<file path="src/rtl/rtcs_pkg.sv">
package rtcs_pkg;

  typedef enum logic [2:0] {
    PH_IDLE,
    PH_DEV,
    PH_WA1,
    PH_WA2,
    PH_WDAT,
    PH_RDAT,
    PH_SKIP
  } phase_t;

  typedef enum logic [1:0] {
    RG_MEM,
    RG_CLK,
    RG_STAT,
    RG_NONE
  } region_t;

endpackage

</file>
<file path="src/rtl/rtcs_bus_sense.sv">
module rtcs_bus_sense #(
  parameter int SYNC_STAGES = 2
) (
  input  logic clk,
  input  logic rst,
  input  logic scl_in,
  input  logic sda_in,
  output logic scl_lvl,
  output logic sda_lvl,
  output logic scl_rise,
  output logic scl_fall,
  output logic start_evt,
  output logic stop_evt
);

  logic [SYNC_STAGES-1:0] scl_sh, sda_sh;
  logic scl_q, sda_q;

  generate
    if (SYNC_STAGES == 1) begin : g_one
      always_ff @(posedge clk) begin
        if (rst) begin
          scl_sh <= '1;
          sda_sh <= '1;
        end else begin
          scl_sh <= scl_in;
          sda_sh <= sda_in;
        end
      end
    end else begin : g_chain
      always_ff @(posedge clk) begin
        if (rst) begin
          scl_sh <= '1;
          sda_sh <= '1;
        end else begin
          scl_sh <= {scl_sh[SYNC_STAGES-2:0], scl_in};
          sda_sh <= {sda_sh[SYNC_STAGES-2:0], sda_in};
        end
      end
    end
  endgenerate

  assign scl_lvl = scl_sh[SYNC_STAGES-1];
  assign sda_lvl = sda_sh[SYNC_STAGES-1];

  always_ff @(posedge clk) begin
    if (rst) begin
      scl_q <= 1'b1;
      sda_q <= 1'b1;
    end else begin
      scl_q <= scl_lvl;
      sda_q <= sda_lvl;
    end
  end

  assign scl_rise  = scl_lvl & ~scl_q;
  assign scl_fall  = ~scl_lvl & scl_q;
  assign start_evt = scl_lvl & scl_q & sda_q & ~sda_lvl;
  assign stop_evt  = scl_lvl & scl_q & ~sda_q & sda_lvl;

endmodule

</file>
<file path="src/rtl/rtcs_nvarray.sv">
module rtcs_nvarray #(
  parameter int DEPTH = 256,
  localparam int AW = $clog2(DEPTH)
) (
  input  logic          clk,
  input  logic          we,
  input  logic [AW-1:0] waddr,
  input  logic [7:0]    wdata,
  input  logic [AW-1:0] raddr,
  output logic [7:0]    rdata
);

  logic [7:0] cells [DEPTH];

  always_ff @(posedge clk) begin
    if (we) cells[waddr] <= wdata;
    rdata <= cells[raddr];
  end

endmodule

</file>
<file path="src/rtl/rtcs_ctlregs.sv">
module rtcs_ctlregs #(
  parameter int CLK_REGS = 8,
  localparam int IW = $clog2(CLK_REGS)
) (
  input  logic          clk,
  input  logic          rst,
  input  logic          clk_we,
  input  logic [IW-1:0] clk_widx,
  input  logic [7:0]    wdata,
  input  logic          stat_we,
  input  logic [IW-1:0] clk_ridx,
  output logic [7:0]    clk_rdata,
  output logic          wel,
  output logic          rwel,
  output logic [1:0]    bp
);

  logic [7:0] regs [CLK_REGS];

  always_ff @(posedge clk) begin
    if (rst) begin
      for (int i = 0; i < CLK_REGS; i++) regs[i] <= 8'h00;
      clk_rdata <= 8'h00;
    end else begin
      if (clk_we) regs[clk_widx] <= wdata;
      clk_rdata <= regs[clk_ridx];
    end
  end

  always_ff @(posedge clk) begin
    if (rst) begin
      wel  <= 1'b0;
      rwel <= 1'b0;
      bp   <= 2'b00;
    end else if (stat_we) begin
      case (wdata)
        8'h02: begin
          wel  <= 1'b1;
          rwel <= 1'b0;
        end
        8'h06: if (wel) rwel <= 1'b1;
        8'h00: begin
          wel  <= 1'b0;
          rwel <= 1'b0;
        end
        default: if (rwel) begin
          bp   <= wdata[4:3];
          rwel <= 1'b0;
        end
      endcase
    end else if (clk_we) begin
      rwel <= 1'b0;
    end
  end

endmodule

</file>
<file path="src/rtl/rtcs_wtimer.sv">
module rtcs_wtimer #(
  parameter int CYCLES = 5000,
  localparam int CW = $clog2(CYCLES + 1)
) (
  input  logic clk,
  input  logic rst,
  input  logic go,
  output logic busy
);

  logic [CW-1:0] cnt;

  always_ff @(posedge clk) begin
    if (rst) begin
      cnt  <= '0;
      busy <= 1'b0;
    end else if (go) begin
      cnt  <= CW'(CYCLES - 1);
      busy <= 1'b1;
    end else if (cnt != '0) begin
      cnt <= cnt - 1'b1;
    end else begin
      busy <= 1'b0;
    end
  end

endmodule

</file>
<file path="src/rtl/twowire_rtc_slave.sv">
module twowire_rtc_slave
  import rtcs_pkg::*;
#(
  parameter int          MEM_DEPTH   = 256,
  parameter int          CLK_REGS    = 8,
  parameter logic [15:0] CLK_BASE    = 16'h0100,
  parameter logic [15:0] STAT_ADDR   = 16'h013F,
  parameter logic [3:0]  DEV_ID      = 4'b1101,
  parameter logic [2:0]  DEV_SEL     = 3'b000,
  parameter int          TWC_CYCLES  = 5000,
  parameter int          SYNC_STAGES = 2
) (
  input  logic clk,
  input  logic rst,
  input  logic scl_in,
  input  logic sda_in,
  output logic sda_pull,
  output logic wr_busy
);

  localparam int          MAW      = $clog2(MEM_DEPTH);
  localparam int          CIW      = $clog2(CLK_REGS);
  localparam logic [15:0] MEM_LAST = 16'(MEM_DEPTH - 1);
  localparam logic [15:0] Q3_BASE  = 16'(MEM_DEPTH - MEM_DEPTH / 4);
  localparam logic [15:0] H_BASE   = 16'(MEM_DEPTH / 2);
  localparam logic [15:0] CLK_END  = CLK_BASE + 16'(CLK_REGS);
  localparam logic [6:0]  DEV_ADDR = {DEV_ID, DEV_SEL};

  // bus edge detection
  logic scl_lvl, sda_lvl, scl_rise, scl_fall, start_evt, stop_evt;

  rtcs_bus_sense #(.SYNC_STAGES(SYNC_STAGES)) u_sense (
    .clk(clk), .rst(rst), .scl_in(scl_in), .sda_in(sda_in),
    .scl_lvl(scl_lvl), .sda_lvl(sda_lvl), .scl_rise(scl_rise),
    .scl_fall(scl_fall), .start_evt(start_evt), .stop_evt(stop_evt)
  );

  // protocol state
  phase_t      phase, next_ph;
  logic [3:0]  bitcnt;
  logic        in_ack, mack, got_data;
  logic [7:0]  shreg, txreg, hi_byte;
  logic [15:0] ptr;

  // write held until stop
  logic        pend_v, pend_prot;
  logic [15:0] pend_addr;
  logic [7:0]  pend_data;
  region_t     pend_rg;

  // storage side
  logic        mem_we, clk_we, stat_we, commit;
  logic [7:0]  mem_rdata, clk_rdata;
  logic        wel, rwel;
  logic [1:0]  bp;

  function automatic region_t decode(input logic [15:0] a);
    if (a <= MEM_LAST)                    return RG_MEM;
    else if (a >= CLK_BASE && a < CLK_END) return RG_CLK;
    else if (a == STAT_ADDR)               return RG_STAT;
    else                                   return RG_NONE;
  endfunction

  function automatic logic guarded(input logic [1:0] f, input logic [15:0] a);
    case (f)
      2'd1:    return a >= Q3_BASE;
      2'd2:    return a >= H_BASE;
      2'd3:    return 1'b1;
      default: return 1'b0;
    endcase
  endfunction

  region_t     ptr_rg;
  logic [15:0] ptr_next;
  logic [7:0]  rd_byte, stat_byte;
  logic        wdat_ack, ptr_prot;

  always_comb begin
    ptr_rg    = decode(ptr);
    ptr_prot  = (ptr_rg == RG_MEM) && guarded(bp, ptr);
    ptr_next  = (ptr_rg == RG_MEM && ptr == MEM_LAST) ? 16'h0000 : ptr + 16'd1;
    stat_byte = {3'b000, bp, rwel, wel, 1'b0};
    case (ptr_rg)
      RG_MEM:  rd_byte = mem_rdata;
      RG_CLK:  rd_byte = clk_rdata;
      RG_STAT: rd_byte = stat_byte;
      default: rd_byte = 8'hFF;
    endcase
    case (ptr_rg)
      RG_MEM:  wdat_ack = wel;
      RG_CLK:  wdat_ack = wel & rwel;
      RG_STAT: wdat_ack = 1'b1;
      default: wdat_ack = 1'b0;
    endcase
    wdat_ack = wdat_ack & ~got_data;
  end

  always_comb begin
    commit  = stop_evt && pend_v && !wr_busy;
    mem_we  = commit && pend_rg == RG_MEM && !pend_prot;
    clk_we  = commit && pend_rg == RG_CLK;
    stat_we = commit && pend_rg == RG_STAT;
  end

  rtcs_nvarray #(.DEPTH(MEM_DEPTH)) u_array (
    .clk(clk), .we(mem_we), .waddr(pend_addr[MAW-1:0]), .wdata(pend_data),
    .raddr(ptr[MAW-1:0]), .rdata(mem_rdata)
  );

  rtcs_ctlregs #(.CLK_REGS(CLK_REGS)) u_regs (
    .clk(clk), .rst(rst), .clk_we(clk_we),
    .clk_widx(CIW'(pend_addr - CLK_BASE)), .wdata(pend_data),
    .stat_we(stat_we), .clk_ridx(CIW'(ptr - CLK_BASE)),
    .clk_rdata(clk_rdata), .wel(wel), .rwel(rwel), .bp(bp)
  );

  rtcs_wtimer #(.CYCLES(TWC_CYCLES)) u_timer (
    .clk(clk), .rst(rst), .go(mem_we), .busy(wr_busy)
  );

  always_ff @(posedge clk) begin
    if (rst) begin
      phase     <= PH_IDLE;
      next_ph   <= PH_IDLE;
      bitcnt    <= '0;
      in_ack    <= 1'b0;
      mack      <= 1'b0;
      got_data  <= 1'b0;
      shreg     <= '0;
      txreg     <= '0;
      hi_byte   <= '0;
      ptr       <= '0;
      pend_v    <= 1'b0;
      pend_prot <= 1'b0;
      pend_addr <= '0;
      pend_data <= '0;
      pend_rg   <= RG_NONE;
      sda_pull  <= 1'b0;
    end else if (wr_busy) begin
      phase    <= PH_IDLE;
      in_ack   <= 1'b0;
      pend_v   <= 1'b0;
      sda_pull <= 1'b0;
    end else if (start_evt) begin
      phase    <= PH_DEV;
      bitcnt   <= '0;
      in_ack   <= 1'b0;
      got_data <= 1'b0;
      pend_v   <= 1'b0;
      sda_pull <= 1'b0;
    end else if (stop_evt) begin
      phase    <= PH_IDLE;
      in_ack   <= 1'b0;
      pend_v   <= 1'b0;
      sda_pull <= 1'b0;
    end else begin
      case (phase)
        PH_DEV, PH_WA1, PH_WA2, PH_WDAT: begin
          if (scl_rise && !in_ack) begin
            shreg  <= {shreg[6:0], sda_lvl};
            bitcnt <= bitcnt + 4'd1;
          end
          if (scl_fall) begin
            if (in_ack) begin
              in_ack <= 1'b0;
              bitcnt <= '0;
              phase  <= next_ph;
              if (next_ph == PH_RDAT) begin
                txreg    <= rd_byte;
                sda_pull <= ~rd_byte[7];
              end else begin
                sda_pull <= 1'b0;
              end
            end else if (bitcnt == 4'd8) begin
              in_ack <= 1'b1;
              case (phase)
                PH_DEV: begin
                  if (shreg[7:1] == DEV_ADDR) begin
                    sda_pull <= 1'b1;
                    next_ph  <= shreg[0] ? PH_RDAT : PH_WA1;
                  end else begin
                    next_ph <= PH_SKIP;
                  end
                end
                PH_WA1: begin
                  hi_byte  <= shreg;
                  sda_pull <= 1'b1;
                  next_ph  <= PH_WA2;
                end
                PH_WA2: begin
                  ptr      <= {hi_byte, shreg};
                  sda_pull <= 1'b1;
                  next_ph  <= PH_WDAT;
                end
                default: begin
                  got_data <= 1'b1;
                  if (wdat_ack) begin
                    sda_pull  <= 1'b1;
                    pend_v    <= 1'b1;
                    pend_addr <= ptr;
                    pend_data <= shreg;
                    pend_rg   <= ptr_rg;
                    pend_prot <= ptr_prot;
                    next_ph   <= PH_WDAT;
                  end else begin
                    next_ph <= PH_SKIP;
                  end
                end
              endcase
            end
          end
        end
        PH_RDAT: begin
          if (!in_ack) begin
            if (scl_rise) bitcnt <= bitcnt + 4'd1;
            if (scl_fall) begin
              if (bitcnt == 4'd8) begin
                sda_pull <= 1'b0;
                in_ack   <= 1'b1;
              end else begin
                txreg    <= {txreg[6:0], 1'b0};
                sda_pull <= ~txreg[6];
              end
            end
          end else begin
            if (scl_rise) begin
              mack <= ~sda_lvl;
              if (!sda_lvl) ptr <= ptr_next;
            end
            if (scl_fall) begin
              in_ack <= 1'b0;
              if (mack) begin
                bitcnt   <= '0;
                txreg    <= rd_byte;
                sda_pull <= ~rd_byte[7];
              end else begin
                phase    <= PH_SKIP;
                sda_pull <= 1'b0;
              end
            end
          end
        end
        default: sda_pull <= 1'b0;
      endcase
    end
  end

endmodule

</file>
<file path="config.mk">
export PLATFORM = sky130hd
export DESIGN_NAME = twowire_rtc_slave
export DESIGN_NICKNAME = d
export VERILOG_FILES = /design/src/rtl/rtcs_pkg.sv /design/src/rtl/rtcs_bus_sense.sv /design/src/rtl/rtcs_nvarray.sv /design/src/rtl/rtcs_ctlregs.sv /design/src/rtl/rtcs_wtimer.sv /design/src/rtl/twowire_rtc_slave.sv
export SDC_FILE = /design/constraint.sdc
export NUM_CORES = 2
export LEC_CHECK = 0
export ABC_CLOCK_PERIOD_IN_PS = 5200
export BUFFER_PORTS_ARGS = -buffer_cell sky130_fd_sc_hd__buf_2
export CORE_ASPECT_RATIO = 0.5
export CORE_MARGIN = 4
export CORE_UTILIZATION = 40
export CTS_CLUSTER_DIAMETER = 30
export DETAILED_ROUTE_END_ITERATION = 6
export PLACE_DENSITY = 0.59
export REMOVE_ABC_BUFFERS = 1
export SYNTH_ARGS = -nofsm -noshare
export SYNTH_HDL_FRONTEND = slang
export SYNTH_SLANG_ARGS = --single-unit
export TNS_END_PERCENT = 50
</file>
<file path="constraint.sdc">
create_clock -name clk -period 5.2 [get_ports clk]
set_input_delay 0.52 -clock clk [delete_from_list [all_inputs] [get_ports clk]]
set_output_delay 0.52 -clock clk [all_outputs]
set_load 0.005 [all_outputs]
</file>
**Yosys cells after proc, flatten, opt, wreduce, memory -nomap -nowiden**

Memories as Yosys holds them, arrays and structs flattened. A register that Yosys moved wholly into a read port is not among the register bits.
Cells that the tools add are included.
Widths: inputs -> output; s select.

- Bits in registers: 97
- RAM bits: 2112
- Word-level logic and storage cells: 252
- Memories kept: 2

- Add/subtract/negate cells: 5
- $lt $le $gt $ge: 5
- Equal/unequal tests: 48
- Multiplexer cells: 92
- Bitwise gates (word level): 22
- Reduce and logical (&&, ||, !) cells: 51

Memories:

| memory | words | bits a word | read ports | clocked after memory_dff | write ports | RTL line | RTL |
|---|---|---|---|---|---|---|---|
| u_array.cells | 256 | 8 | 1 | 1 | 1 | rtcs_nvarray.sv:13 | `logic [7:0] cells [DEPTH];` |
| u_regs.regs | 8 | 8 | 1 | 1 | 8 | rtcs_ctlregs.sv:18 | `logic [7:0] regs [CLK_REGS];` |

Operators with widths:

| cell | number |
|---|---|
| $mux 16 | 8 |
| $mux 7 | 8 |
| $mux 1 | 41 |
| $mux 4 | 9 |
| $ne 4x4->1 const B | 9 |
| $ge 16x8->1 const B | 2 |
| $pmux 16 s2 | 1 |
| $reduce_and 6->1 | 5 |
| $ne 2x2->1 const B | 14 |
| $mux 13 | 2 |
| $mux 3 | 8 |
| $pmux 8 s3 | 1 |
| $add 16x1->16 const B | 1 |
| $eq 16x8->1 const B | 1 |
| $eq 16x9->1 const B | 1 |
| $ge 16x9->1 const B | 1 |
| $le 16x8->1 const B | 1 |
| $lt 16x9->1 const B | 1 |
| $pmux 7 s2 | 1 |
| $reduce_and 7->1 | 2 |
| $reduce_bool 2->1 | 7 |
| $not 1->1 | 13 |
| $reduce_bool 13->1 | 1 |
| $sub 13x1->13 const B | 1 |
| 40 further kinds | 84 |

**Depth between registers and ports, before layout**

- Word-level depth: 13
- Mapped depth: 11
- Mapped depth without buffers: 8

**Cells and area by module**

Synthesis repeated with hierarchy kept, for this count alone.

- Cell total of the unflattened synthesis: 4604
- Area, all modules: 87692.9 sq um

Modules (own cells, without submodules):

| module | times used | cells each | area an instance (sq um) | seq. area each (sq um) |
|---|---|---|---|---|
| rtcs_nvarray | 1 | 3796 | 79428.7 | 61659.1 |
| twowire_rtc_slave | 1 | 494 | 4038.9 | 1461.4 |
| rtcs_ctlregs | 1 | 215 | 3328.2 | 2162.1 |
| rtcs_wtimer | 1 | 83 | 706.9 | 280.3 |
| rtcs_bus_sense | 1 | 16 | 190.2 | 120.1 |

**Worst setup path after synthesis**

No wires, ideal clock.

- Path kind: register to register
- From: reg pend_data[4]
- To: reg u_regs.bp[1]
- Data arrival time: 4.953 ns
- Path slack: 0.119 ns
- Stages on the path, launching flop included: 7
- Path buffers: 0
- Period minus slack after synthesis: 5.081 ns
- Path through: dfxtp_1 > nor4_1 > nand4_1 > nor4bb_1 > nor3b_1 > mux2i_1 > nor2_1

- Cells in the longest elaborated chain, start to end: 4

RTL lines:

| item | RTL line | RTL |
|---|---|---|
| from (decl) | twowire_rtc_slave.sv:48 | `logic [7:0] pend_data;` |
| from (signal assigned) | twowire_rtc_slave.sv:201 | `pend_data <= shreg;` |
| $eq 8x2->1 (tied with other cells) | rtcs_ctlregs.sv:36 | `case (wdata)` |
| $reduce_or 3->1 (no line) | - |  |
| $not 1->1 (no line) | - |  |
| $reduce_and 3->1 (no line) | - |  |
| to (signal assigned) | rtcs_ctlregs.sv:47 | `bp <= wdata[4:3];` |
| to (decl) | rtcs_ctlregs.sv:15 | `output logic [1:0] bp` |

Parallel ways exist; a longest one is shown, timed or not.
A chain may end at the register's enable or synchronous reset.

**Final worst setup path**

- From: reg u_sense.scl_sh[1]
- To: mem u_array.cells[120][5], enable pin

- Cells in the longest elaborated chain, start to end: 9

RTL lines:

| item | RTL line | RTL |
|---|---|---|
| from (decl) | rtcs_bus_sense.sv:16 | `logic [SYNC_STAGES-1:0] scl_sh, sda_sh;` |
| from (signal assigned) | rtcs_bus_sense.sv:36 | `scl_sh <= {scl_sh[SYNC_STAGES-2:0], scl_in};` |
| $and 1x1->1 (3 in series) | rtcs_bus_sense.sv:59 | `assign stop_evt = scl_lvl & scl_q & ~sda_q & sda_lvl;` |
| $logic_and 1x1->1 (2 in series) | twowire_rtc_slave.sv:99 | `commit = stop_evt && pend_v && !wr_busy;` |
| $logic_and 1x1->1 (2 in series) | twowire_rtc_slave.sv:100 | `mem_we = commit && pend_rg == RG_MEM && !pend_prot;` |
| $mux 1 | rtcs_nvarray.sv:16 | `if (we) cells[waddr] <= wdata;` |
| $mux 1 (not written as such) | rtcs_nvarray.sv:16 |  |
| to (decl) | rtcs_nvarray.sv:13 |  |

Every way passes these cells.

==> metrics <==
outcome finished with violations; failing checks design-rule violations; post-route cell area 103000 sq um; final worst slack 964 ps; worst path required time 5620 ps; CTS Buf Count 341; Rows 121; Hold Path End pend_addr[4]; die height 339 microns; Max-cap violations 0; Hold Startpoint rst; clk sinks 2225; Syn Inst Count 4570; Tcrit/Tclk final 81.5%; setup TNS 0 ps; Syn Area/Cell 19.2 sq um; Clock transition at path regs 50 ps; largest area contributor in the netlist edfxtp_1; I/O Pins 6; Final Hold Vio Count 0; vias in the first global route 47280; total die area 228000 sq um; Slew HR 0.231%; Synth async-reset ratio 0%; post-DR vias/cell 5.98; initial antenna violation count 22; Setup Slack @ Placement 1020 ps; Crit Path Max Fanout 13; synth top area cells edfxtp_1 (72%), mux4_2 (12%), dfxtp_1 (2.6%); Reg-to-Reg Start u_sense.scl_sh[1]; initial core utilization 40.3%; fraction of layout cells with a size suffix above 1 26.1%; first-pass GRT wire length 360000 microns; Post-Layout Cell Count 7998; final net count 4829; First DRT Iteration DRCs 6685; Yosys warnings 0; Critical Path Start Type register; Synth Register Bits 2225; Clock Latency Late Sink 850 ps; via count 47838; drt drc 1; Root Driver clkbuf_16; worst hold slack 176 ps; GR Overflow Total 0; RSZ-0062 raised after global routing no; DP Wirelength 156000 microns; reg2reg end u_array.cells[120][5]; synth unique cells 89; Post-Route Utilization 47.4%; Post-synth EDFFs 2112; placer's final routability congestion estimate 0.887; DRT Pass-1 Iters 7; final wirelength 254000 microns; GR Util All Layers 21.9%; Crit. End Element register; worst-margin pin slew 1500 ps; Seq/Total Area, Yosys 74.8%; largest net degree at the start of global routing 151; Avg WL per Cell 31.7 microns; PwrDens 414 nW/um^2; # H-tree levels 5; Worst R2R Setup Slack 960 ps; Clock Path Buffers 4; Port-buffer cells 5; Layout area overhead 17.5%; Hold Crit Depth 2; LEAKAGE 32.4 nW; VDD IR-drop max 0.000287 V; reg2reg path depth 7; placed insts 7365; total power 42.8 mW; critical path arrival 4660 ps; ANT nets after route 0; dpl cell area 91600 sq um; Die Width 671 microns; Worst Skew 47.8 ps; Crit Path Category reg -> reg; min cycle time layout 4240 ps; Hold WC Path Type in -> reg; Post-Syn Area 87900 sq um; top-area cell type share of the netlist area 72.2%; Main synth FF type edfxtp_1; core box area 218000 sq um; Final Max Tran Viols 0; Max Fclk 236 MHz; CTS tree built; setup violators final 0
[cell usage in the layout (no fill, tap or decap), types with 29 or more instances in the layout]
master	instances
mux2_2	31
and2_1	77
nand3_1	38
dfxtp_1	99
a22oi_1	40
buf_4	160
clkbuf_16	351
nand2_1	153
clkinv_2	47
a211oi_1	44
o22ai_1	70
nor2_1	369
inv_6	55
mux2i_1	196
mux4_2	478
o21ai_0	68
nor3_1	44
bufinv_16	35
clkbuf_1	29
edfxtp_1	2112
a21oi_1	84
clkinvlp_4	35
[metal layers]
layer,up-vias,part of all wire (%),track usage [%]
met5,-,0.033,0
met4,8,2.8,6.15
met3,443,11,5.90
met2,2680,45,33.0
met1,25385,41,31.4
li1,19322,-,-
[cells by family after synthesis]
| family | after synthesis | synth area share (%) |
|---|---|---|
| compound gates | 470 | 3.66 |
| xor+xnor | 10 | 0.0997 |
| fa+ha+maj | 5 | 0.0712 |
| buf+inv | 297 | 1.83 |
| flops | 2225 | 74.8 |
| mux | 706 | 14.9 |
| simple gates | 857 | 4.66 |
[worst max-delay path: stages, from the launching register on]
cell	delay [ps]
dfxtp_1	460
and4b_1	310
nand3b_1	160
or4_1	430
buf_4	220
nor2_2	250
nand2_1	790
nor2_1	1200
[flip-flops by register name, indices dropped and copies added (netlist names), 2 cells and up]
signal            count
hi_byte               8
u_sense.scl_sh        2
ptr                  16
pend_rg               2
u_regs.regs          64
u_sense.sda_sh        2
pend_data             8
u_regs.clk_rdata      8
u_array.rdata         8
pend_addr             8
txreg                 7
shreg                 8
next_ph               3
u_timer.cnt          13
u_array.cells      2048
phase                 3
bitcnt                4
u_regs.bp             2
[worst max-delay path by stage]
stage | cells after the start | from | endpoint
floorplan | 6 | ptr[0] | u_array.rdata[2]
global route | 7 | u_sense.scl_sh[1] | u_array.cells[120][5]
global placement | 7 | ptr[0] | u_array.rdata[2]
finish | 7 | u_sense.scl_sh[1] | u_array.cells[120][5]
CTS | 7 | u_sense.scl_sh[1] | u_array.cells[120][0]
detailed placement | 7 | u_sense.scl_sh[1] | u_array.cells[120][2]
[area by class of cell]
type / count / area, sq um
clock buffers: 387 / 8990
inverters: 18 / 67.6
multi-input cells: 2048 / 20600
repair buffers: 186 / 1610
fillers: 17887 / 115000
well taps: 2890 / 3620
clock inverters: 242 / 2660
diodes: 2 / 5.00
flip-flops and latches: 2225 / 65700
[synth_stat cells (6+ instances only)]
cell	number
nand4_1	8
o22ai_1	70
buf_4	38
a221o_1	7
a31oi_1	14
nor3_1	44
and3b_1	9
a221oi_1	13
nor3b_1	10
edfxtp_1	2112
o31ai_1	7
nand3_1	38
o221ai_1	15
xnor2_1	9
a2111oi_0	15
nor4_1	14
mux4_2	478
a22oi_1	40
inv_1	15
dfxtp_1	113
buf_2	85
and2_1	78
clkbuf_1	120
a21oi_1	84
nand3b_1	9
nor2_1	370
nor2b_1	18
buf_6	25
nand2_1	153
o21ai_1	8
mux2_2	31
a22o_1	12
or3_1	18
o211ai_1	6
nand2b_1	18
mux2i_1	196
and3_1	14
or4_1	6
or2_2	16
a311oi_1	7
nand2_2	7
a211oi_1	44
o21ai_0	68
[what timing repair did]
action / CTS / global route
hold buffers: 2 / 0
setup buffers: 0 / 0
endpoints found under the hold margin: 2 / 0
resized for setup: 0 / 0
[report_power, final]
part | leakage (nW) | switching (mW) | total [mW] | internal (mW)
clock network | 5.64 | 8.61 | 23.0 | 14.4
registers | 20.6 | 0.0381 | 19.4 | 19.4
logic | 6.16 | 0.194 | 0.355 | 0.161
total | 32.4 | 8.84 | 42.8 | 33.9
No activity file was read; power rests on OpenSTA's default activity.
